===== src/rtl/uart_rx_pkg.sv =====
package uart_rx_pkg;

    localparam int CHAR_W = 8;

    typedef enum logic [2:0] {
        ST_IDLE,
        ST_START,
        ST_DATA,
        ST_PARITY,
        ST_STOP1,
        ST_STOP2,
        ST_BRKWAIT
    } rx_state_e;

    // field order follows the control word bit positions [5:0]
    typedef struct packed {
        logic       stick;
        logic       even;
        logic       par_en;
        logic       two_stop;
        logic [1:0] len;
    } frame_cfg_t;

    // expected parity bit for right-aligned data
    function automatic logic want_parity(frame_cfg_t c, logic [CHAR_W-1:0] d);
        logic x;
        x = ^d;
        if (c.stick) return ~c.even;
        return c.even ? x : ~x;
    endfunction

endpackage


===== src/rtl/uart_rx_frame.sv =====
module uart_rx_frame
    import uart_rx_pkg::*;
#(
    parameter int OSR = 16
) (
    input  logic              clk,
    input  logic              rst_n,
    input  logic              tick_i,
    input  logic              rx_i,
    input  frame_cfg_t        cfg_i,
    output logic              ld_valid_o,
    output logic [CHAR_W-1:0] ld_data_o,
    output logic              ld_pe_o,
    output logic              ld_fe_o,
    output logic              ld_brk_o
);
    localparam int CNT_W     = $clog2(OSR);
    localparam int MID       = OSR / 2 - 1;
    localparam int LAST      = OSR - 1;
    localparam int HALF_STOP = OSR / 2 + OSR / 4 - 1;

    rx_state_e         state_q, state_d;
    logic [CNT_W-1:0]  tcnt_q, target;
    logic [2:0]        bitcnt_q, last_idx;
    logic [CHAR_W-1:0] shreg_q, aligned;
    frame_cfg_t        cfg_q;
    logic              zero_q, pe_q, fe_q, hit;

    always_comb begin
        if (state_q == ST_START)
            target = CNT_W'(MID);
        else if (state_q == ST_STOP2 && cfg_q.len == 2'd0)
            target = CNT_W'(HALF_STOP);
        else
            target = CNT_W'(LAST);
        hit      = tick_i && (tcnt_q == target);
        last_idx = 3'd4 + {1'b0, cfg_q.len};
        aligned  = shreg_q >> (3'd3 - {1'b0, cfg_q.len});
    end

    always_ff @(posedge clk or negedge rst_n) begin
        if (!rst_n) state_q <= ST_IDLE;
        else        state_q <= state_d;
    end

    always_comb begin
        state_d = state_q;
        unique case (state_q)
            ST_IDLE:    if (tick_i && !rx_i) state_d = ST_START;
            ST_START:   if (hit) state_d = rx_i ? ST_IDLE : ST_DATA;
            ST_DATA:    if (hit && bitcnt_q == last_idx)
                            state_d = cfg_q.par_en ? ST_PARITY : ST_STOP1;
            ST_PARITY:  if (hit) state_d = ST_STOP1;
            ST_STOP1:   if (hit) begin
                            if (zero_q && !rx_i)  state_d = ST_BRKWAIT;
                            else if (cfg_q.two_stop) state_d = ST_STOP2;
                            else                  state_d = ST_IDLE;
                        end
            ST_STOP2:   if (hit) state_d = ST_IDLE;
            ST_BRKWAIT: if (tick_i && rx_i) state_d = ST_IDLE;
            default:    state_d = ST_IDLE;
        endcase
    end

    always_ff @(posedge clk or negedge rst_n) begin
        if (!rst_n) begin
            tcnt_q     <= '0;
            bitcnt_q   <= '0;
            shreg_q    <= '0;
            cfg_q      <= '0;
            zero_q     <= 1'b0;
            pe_q       <= 1'b0;
            fe_q       <= 1'b0;
            ld_valid_o <= 1'b0;
            ld_data_o  <= '0;
            ld_pe_o    <= 1'b0;
            ld_fe_o    <= 1'b0;
            ld_brk_o   <= 1'b0;
        end else begin
            ld_valid_o <= 1'b0;
            if (state_q == ST_IDLE || state_q == ST_BRKWAIT)
                tcnt_q <= '0;
            else if (tick_i)
                tcnt_q <= hit ? '0 : tcnt_q + 1'b1;
            unique case (state_q)
                ST_START: if (hit && !rx_i) begin
                    bitcnt_q <= '0;
                    zero_q   <= 1'b1;
                    pe_q     <= 1'b0;
                    fe_q     <= 1'b0;
                    cfg_q    <= cfg_i;
                end
                ST_DATA: if (hit) begin
                    shreg_q  <= {rx_i, shreg_q[CHAR_W-1:1]};
                    zero_q   <= zero_q & ~rx_i;
                    bitcnt_q <= bitcnt_q + 1'b1;
                end
                ST_PARITY: if (hit) begin
                    pe_q   <= rx_i ^ want_parity(cfg_q, aligned);
                    zero_q <= zero_q & ~rx_i;
                end
                ST_STOP1: if (hit) begin
                    if (zero_q && !rx_i) begin
                        ld_valid_o <= 1'b1;
                        ld_data_o  <= '0;
                        ld_pe_o    <= 1'b0;
                        ld_fe_o    <= 1'b0;
                        ld_brk_o   <= 1'b1;
                    end else if (cfg_q.two_stop) begin
                        fe_q <= ~rx_i;
                    end else begin
                        ld_valid_o <= 1'b1;
                        ld_data_o  <= aligned;
                        ld_pe_o    <= pe_q;
                        ld_fe_o    <= ~rx_i;
                        ld_brk_o   <= 1'b0;
                    end
                end
                ST_STOP2: if (hit) begin
                    ld_valid_o <= 1'b1;
                    ld_data_o  <= aligned;
                    ld_pe_o    <= pe_q;
                    ld_fe_o    <= fe_q | ~rx_i;
                    ld_brk_o   <= 1'b0;
                end
                default: ;
            endcase
        end
    end

endmodule


===== src/rtl/uart_rx_status.sv =====
module uart_rx_status
    import uart_rx_pkg::*;
(
    input  logic              clk,
    input  logic              rst_n,
    input  logic              ld_valid_i,
    input  logic [CHAR_W-1:0] ld_data_i,
    input  logic              ld_pe_i,
    input  logic              ld_fe_i,
    input  logic              ld_brk_i,
    input  logic              rd_data_i,
    input  logic              rd_status_i,
    output logic [7:0]        status_o,
    output logic [CHAR_W-1:0] data_o,
    output logic              irq_o
);
    logic dr_q, oe_q, pe_q, fe_q, bi_q;

    always_ff @(posedge clk or negedge rst_n) begin
        if (!rst_n) begin
            dr_q   <= 1'b0;
            oe_q   <= 1'b0;
            pe_q   <= 1'b0;
            fe_q   <= 1'b0;
            bi_q   <= 1'b0;
            data_o <= '0;
        end else begin
            if (ld_valid_i)     dr_q <= 1'b1;
            else if (rd_data_i) dr_q <= 1'b0;

            if (ld_valid_i && dr_q && !rd_data_i) oe_q <= 1'b1;
            else if (rd_status_i)                 oe_q <= 1'b0;

            if (ld_valid_i && ld_pe_i)  pe_q <= 1'b1;
            else if (rd_status_i)       pe_q <= 1'b0;

            if (ld_valid_i && ld_fe_i)  fe_q <= 1'b1;
            else if (rd_status_i)       fe_q <= 1'b0;

            if (ld_valid_i && ld_brk_i) bi_q <= 1'b1;
            else if (rd_status_i)       bi_q <= 1'b0;

            if (ld_valid_i) data_o <= ld_data_i;
        end
    end

    assign status_o = {3'b000, bi_q, fe_q, pe_q, oe_q, dr_q};
    assign irq_o    = oe_q | pe_q | fe_q | bi_q;

endmodule


===== src/rtl/uart_rx_line.sv =====
module uart_rx_line
    import uart_rx_pkg::*;
#(
    parameter int OSR         = 16,
    parameter int SYNC_STAGES = 2
) (
    input  logic       clk,
    input  logic       rst_n,
    input  logic       os_tick_i,
    input  logic       rx_i,
    input  logic [5:0] line_ctrl_i,
    input  logic       rd_data_i,
    input  logic       rd_status_i,
    output logic [7:0] status_o,
    output logic [7:0] data_o,
    output logic       irq_o
);
    logic [SYNC_STAGES-1:0] sync_q;
    logic                   rx_s;
    frame_cfg_t             cfg_w;
    logic                   ld_valid, ld_pe, ld_fe, ld_brk;
    logic [CHAR_W-1:0]      ld_data;

    always_ff @(posedge clk or negedge rst_n) begin
        if (!rst_n) sync_q <= '1;
        else        sync_q <= {sync_q[SYNC_STAGES-2:0], rx_i};
    end

    assign rx_s  = sync_q[SYNC_STAGES-1];
    assign cfg_w = frame_cfg_t'(line_ctrl_i);

    uart_rx_frame #(.OSR(OSR)) u_frame (
        .clk        (clk),
        .rst_n      (rst_n),
        .tick_i     (os_tick_i),
        .rx_i       (rx_s),
        .cfg_i      (cfg_w),
        .ld_valid_o (ld_valid),
        .ld_data_o  (ld_data),
        .ld_pe_o    (ld_pe),
        .ld_fe_o    (ld_fe),
        .ld_brk_o   (ld_brk)
    );

    uart_rx_status u_status (
        .clk         (clk),
        .rst_n       (rst_n),
        .ld_valid_i  (ld_valid),
        .ld_data_i   (ld_data),
        .ld_pe_i     (ld_pe),
        .ld_fe_i     (ld_fe),
        .ld_brk_i    (ld_brk),
        .rd_data_i   (rd_data_i),
        .rd_status_i (rd_status_i),
        .status_o    (status_o),
        .data_o      (data_o),
        .irq_o       (irq_o)
    );

endmodule


===== config.mk =====
export PLATFORM = sky130hd
export DESIGN_NAME = uart_rx_line
export DESIGN_NICKNAME = d
export VERILOG_FILES = /design/src/rtl/uart_rx_pkg.sv /design/src/rtl/uart_rx_frame.sv /design/src/rtl/uart_rx_status.sv /design/src/rtl/uart_rx_line.sv
export SDC_FILE = /design/constraint.sdc
export NUM_CORES = 1
export LEC_CHECK = 0
export ABC_AREA = 0
export BUFFER_PORTS_ARGS = -buffer_cell sky130_fd_sc_hd__buf_2
export CAP_MARGIN = 0
export CORE_UTILIZATION = 50
export CTS_CLUSTER_SIZE = 40
export DETAILED_ROUTE_END_ITERATION = 16
export GPL_TIMING_DRIVEN = 1
export PLACE_DENSITY = 0.7
export SLEW_MARGIN = 20
export SYNTH_ARGS = -nofsm -noshare
export SYNTH_HDL_FRONTEND = slang
export SYNTH_SLANG_ARGS = --single-unit

===== constraint.sdc =====
create_clock -name clk -period 4.31 [get_ports clk]
set_clock_uncertainty 0.15 [all_clocks]
set_input_delay 0.2155 -clock clk [delete_from_list [all_inputs] [get_ports clk]]
set_output_delay 0.2155 -clock clk [all_outputs]
set_load 0.01 [all_outputs]

==> results of run 1 <==
## sequential cells by signal, indices dropped and copies added (netlist names), 2 cells and up
register	count
u_frame.cfg_q	6
sync_q	2
u_frame.bitcnt_q	3
u_status.data_o	8
u_frame.shreg_q	8
u_frame.state_q	3
u_frame.tcnt_q	4
u_frame.ld_data_o	8
## report_power, final
part	switching [W]	internal (W)	total, W
Clock	0.000161	0.000129	0.000290
Sequential	0.0000542	0.000532	0.000586
Combinational	0.000129	0.0000818	0.000211
## layout make-up
| class | instances | area (um^2) |
|---|---|---|
| Inverter | 8 | 30.0 |
| Timing Repair Buffer | 34 | 213 |
| Clock inverter | 2 | 12.5 |
| Clock buffer | 6 | 82.6 |
| Tap cell | 70 | 87.6 |
| Multi-Input combinational cell | 174 | 1240 |
| Sequential cell | 54 | 1350 |
| Fill cell | 476 | 2190 |
## per-layer routing
layer	track usage	up-vias	wire length, um
met2	0.271	47	2120
li1	-	937	-
met1	0.273	905	2460
met5	0	-	0
met4	0.0635	0	78
met3	0.0371	8	197
## metrics by stage
stage | hold slack, ns | power (W) | setup WS, ns
floorplan | -0.230 | 0.000747 | 2.09
global placement | 0.172 | 0.000793 | 1.42
detailed placement | 0.172 | 0.000799 | 1.28
CTS | 0.0541 | 0.00110 | 1.25
global route | 0.0646 | 0.00116 | 0.976
finish | 0.0589 | 0.00109 | 1.22
## Yosys cell counts, types with 2 or more instances
cell type  count  area (um^2)
dfrtp_1       52         1300
nand2_1       24         90.1
mux2_2        23          259
o21ai_0       17         85.1
nor2_1        13         48.8
xnor2_1       11         96.3
a21oi_1       10         50.1
buf_4         10         75.1
nand3_1       10         50.1
inv_1          8         30.0
mux2i_1        8         80.1
a22o_1         6         52.6
clkbuf_1       6         22.5
nor3_1         5         25.0
buf_2          4         20.0
nand2b_1       4         25.0
a21o_1         3         22.5
a32o_1         3         30.0
nand4_1        3         18.8
a221oi_1       2         17.5
a31oi_1        2         12.5
and3_1         2         12.5
buf_1          2         7.51
dfstp_2        2         52.6
ha_1           2         25.0
o211ai_1       2         15.0
or4_1          2         15.0
## critical path: cells and delay by family (launching register included)
kind            cells  cell delay (ns)
compound gates      3             1.10
simple gates        2             1.15
flops               1             0.64
## worst paths after layout
kind,start,to,slack [ns]
min in group asynchronous,rst_n,u_frame.state_q[0],0.41
setup / recovery,u_frame.cfg_q[0],u_frame.ld_fe_o,1.22
max in group asynchronous,rst_n,u_frame.pe_q,3.15
hold reg to reg,sync_q[0],sync_q[1],0.21
hold / removal,rd_data_i,u_status.dr_q,0.06
setup reg to reg,u_frame.cfg_q[0],u_frame.ld_fe_o,1.22
## kinds of logic after synthesis
logic type | share of synthesized area
xor gates and xnor gates | 0.0432
muxes | 0.132
other | 0.00136
and+or+nand+nor | 0.127
buffers and inverters | 0.0605
DFF | 0.492
adders and majority gates | 0.00910
AOI/OAI and AO/OA | 0.134
==> flow_metrics.tcl, run 1 <==
set metrics [dict create \
    clkLatencyLatePin_ns 0.30 \
    initial_core_util 0.528 \
    synthArstFlopShare 1.00 \
    track_usage 0.185 \
    io_buffers 25 \
    powerDensity_nw_per_um2 360 \
    synth_area_um2 2750 \
    areaGrowthSynthToFinish_pct 9.69 \
    clock_path_buffers 2 \
    yosysSeqAreaShare 0.492 \
    period_needed_ns 3.09 \
    cts_setup_buffers 0 \
    dp_hpwl_mm 3.38 \
    stdcell_count 348 \
    postSynthAreaPerCell_um2 10.7 \
    diodes 0 \
    peakVddDrop_v 0.000252 \
    yosys_warnings 0 \
    final_cell_area_um2 3020 \
    clk_pin_slew_worst_paths_ns 0.09 \
    slew_headroom 0.550 \
    grt_max_degree 55 \
    grt_pass1_wl_mm 8.69 \
    slew_viol_final 0 \
    drc 0 \
    num_vias 1897 \
    synth_ff_type "dfrtp_1" \
    leakagePower_nw 1.42 \
    synthCells 257 \
    mostFrequentLayoutCell "dfrtp_1" \
    cp_max_fo 17 \
    drt_wl_total_mm 4.85 \
    startpoint_type "register" \
    core_um2 5200 \
    cp.arrival_ns 3.19 \
    routabilityCongestion 0.861 \
    post_cts_resized 0 \
    nets 291 \
    crit_required_ns 4.41 \
    hold_viol 0 \
    final_cell_mix "52 x dfrtp_1, 25 x buf_2, 24 x nand2_1" \
    fp.dieW_um 76.1 \
    placed_area_um2 2840 \
    drt_iter0_drc 96 \
    max_cap_viol_count 0 \
    cts_root_buffer "clkbuf_8" \
    die_area_um2 5800 \
    worstRegToRegCells 5 \
    clock_sinks 54 \
    cp_slowest_cell "dfrtp_1" \
    max_stage_delay_ns 0.64 \
    fin_util 0.579 \
    post_drt_via_cell_ratio 5.45 \
    fmax_ghz 0.323 \
    fin_crit_sh 0.718 \
    wl_per_cell_um 13.9 \
    tritoncts "yes" \
    worst_pin_slew_ns 0.674 \
    min_path_cells 3 \
    hp-class "in2reg" \
    io_pins 29 \
    final_layout_size_suffix_gt1_frac 0.234 \
    setup_violations 0 \
    rsz0062_at_grt "false" \
    hold_buffers 8 \
    dr.pass1.iters 4 \
    end_kind "register" \
    finalSetupTns_ns 0 \
    ys_types 48 \
    grt_remaining_overflow 0 \
    grt_pass1_vias 1776 \
    numCtsBuffers 5 \
    num_rows 26 \
    cts.htree.levels 2 \
    die_y_um 76.1 \
    path_cells "or4_4, a211oi_4, nand3_1, a221oi_1, a21o_1" \
    status "finished, final reports clean" \
    placed_cells 332 \
    ys_seq_elements 54 \
    antenna_found_initial 0 \
    antenna_left 0 \
    crit_type "reg2reg" \
    synth_edf_count 0 \
]
No activity file was read; power rests on OpenSTA's default activity.
==> inputs of run 2 (changes only) <==
clock period = 3.2 ns   (was 4.31 ns; I/O delays follow)
==> run 2 against run 1 <==
  * First-iteration DRC count is 16% lower
  * Sequential share of layout area shrank 0.46 points
  * Die area unchanged
  * Combinational power up 33%
  * Global-route usage shrank 0.72 points
  * Power increased by 34%
  * Routed wire length is 0.56% lower
  * Worst hold slack got worse by 0.011 ns
  * Design area up 1.0%
  * Sequential power increased by 34%
  * Via count grew 0.74%
  * Non-clock buffer count is 4 higher
  * Critical path type unchanged
  * Critical endpoint is now u_frame.pe_q
  * Largest cell class unchanged
==> flow_metrics.tcl, run 2 (same netlist as run 1, synthesis figures left out) <==
set metrics [dict create \
    status "finished, final reports clean" \
    stdcell_count 352 \
    hold_buffers 9 \
    areaGrowthSynthToFinish_pct 10.8 \
    worstRegToRegCells 6 \
    mostFrequentLayoutCell "dfrtp_1" \
    holdWs_ns 0.0482 \
    crit_required_ns 3.28 \
    final_layout_size_suffix_gt1_frac 0.241 \
    cp.arrival_ns 2.80 \
    placed_cells 335 \
    num_rows 26 \
    slew_viol_final 0 \
    max_cap_viol_count 0 \
    grt_pass1_wl_mm 8.26 \
    cts.htree.levels 2 \
    final.fill_count 467 \
    grt_max_degree 30 \
    antenna_left 0 \
    path_cells "or4_4, a211oi_4, buf_4, nand3_1, or4_1, o211ai_1" \
    dr.pass1.iters 4 \
    combPwrFrac 0.193 \
    fmax_ghz 0.368 \
    max_stage_delay_ns 0.64 \
    leakagePower_nw 1.44 \
    worst_pin_slew_ns 0.671 \
    io_pins 29 \
    rsz0062_at_grt "false" \
    period_needed_ns 2.72 \
    peakVddDrop_v 0.000343 \
    drc 0 \
    io_buffers 25 \
    numCtsBuffers 5 \
    hp-class "in2reg" \
    finalPower_w 0.00145 \
    clkLatencyLatePin_ns 0.31 \
    num_vias 1911 \
    post_cts_resized 0 \
    reg2reg_slack_ns 0.48 \
    routabilityCongestion 0.877 \
    die_y_um 76.1 \
    core_um2 5200 \
    dp_hpwl_mm 3.47 \
    cts_root_buffer "clkbuf_8" \
    tritoncts "yes" \
    power.switching_w 0.000468 \
    startpoint_type "register" \
    post_drt_via_cell_ratio 5.43 \
    cts_setup_buffers 0 \
    nets 295 \
    switching_share 0.322 \
    fin_crit_sh 0.849 \
    diodes 0 \
    setup_violations 0 \
    final_cell_mix "52 x dfrtp_1, 25 x buf_2, 24 x nand2_1" \
    cp_max_fo 17 \
    clock_sinks 54 \
    drt_iter0_drc 81 \
    initial_core_util 0.528 \
    drt_wl_total_mm 4.83 \
    track_usage 0.177 \
    die_area_um2 5800 \
    min_path_cells 3 \
    grt_pass1_vias 1734 \
    clock_path_buffers 2 \
    fin_util 0.585 \
    internal_power_w 0.000985 \
    clk_pin_slew_worst_paths_ns 0.10 \
    cp_slowest_cell "dfrtp_1" \
    fp.dieW_um 76.1 \
    finalSetupTns_ns 0 \
    end_kind "register" \
    p_seq_frac 0.541 \
    reg.largest.list "u_frame.ld_data_o x8, u_frame.shreg_q x8, u_status.data_o x8" \
    powerDensity_nw_per_um2 477 \
    crit_type "reg2reg" \
    antenna_found_initial 0 \
    slew_headroom 0.553 \
    grt_remaining_overflow 0 \
    wl_per_cell_um 13.7 \
    hold_viol 0 \
    p_clk_frac 0.266 \
]
run 2: cell count changes in the layout (fill, tap and decap cells not counted), sizes merged:
| cell | previous run | this run |
|---|---|---|
| buf | 26 | 29 |
| clkbuf | 6 | 5 |
| dlygate4sd3 | 8 | 9 |
| inv | 8 | 9 |
run 2: path summary, 6_finish.rpt:
path | from | endpoint
min reg2reg | sync_q[0] | sync_q[1]
min | rd_status_i | u_status.pe_q
max reg2reg | u_frame.cfg_q[0] | u_frame.pe_q
max | u_frame.cfg_q[0] | u_frame.pe_q
min in group asynchronous | rst_n | u_frame.fe_q
max in group asynchronous | rst_n | u_frame.cfg_q[2]
run 2: worst max-delay path, delay by kind of cell (launching register included):
family,cells,cell delay (ns)
and+or+nand+nor,3,1.12
DFF,1,0.64
AOI/OAI and AO/OA,2,0.51
buffers and inverters,1,0.22
run 2: through the flow:
stage	instance area [um^2]	worst slack, ns
global route	3050	0.320
finish	3050	0.482
detailed placement	2860	0.515
CTS	3050	0.482
global placement	2860	0.537
floorplan	2760	0.984
run 2: layer usage:
| metal | track usage | up-vias | wire length, um |
|---|---|---|---|
| met3 | 0.0359 | 6 | 178 |
| met2 | 0.275 | 37 | 2220 |
| met1 | 0.253 | 922 | 2370 |
| met4 | 0.0519 | 0 | 57 |
| li1 | - | 946 | - |
| met5 | 0 | - | 0 |
run 2: layout make-up:
| cell class | count | area, um^2 | share of cell area |
|---|---|---|---|
| sequential | 54 | 1350 | 0.444 |
| multi-input combinational | 174 | 1240 | 0.406 |
| timing repair buffer | 38 | 245 | 0.0805 |
| tap | 70 | 87.6 | 0.0287 |
| clock buffer | 5 | 68.8 | 0.0226 |
| inverter | 8 | 30.0 | 0.00986 |
| clock inverter | 3 | 25.0 | 0.00821 |
run 2: power by group through the flow:
stage	combinational (W)	clock, W	sequential (W)
2_1_floorplan	0.000255	0	0.000751
3_3_place_gp	0.000269	0	0.000798
3_5_place_dp	0.000270	0	0.000799
4_1_cts	0.000280	0.000400	0.000785
5_1_grt	0.000323	0.000433	0.000797
6_report	0.000280	0.000387	0.000787
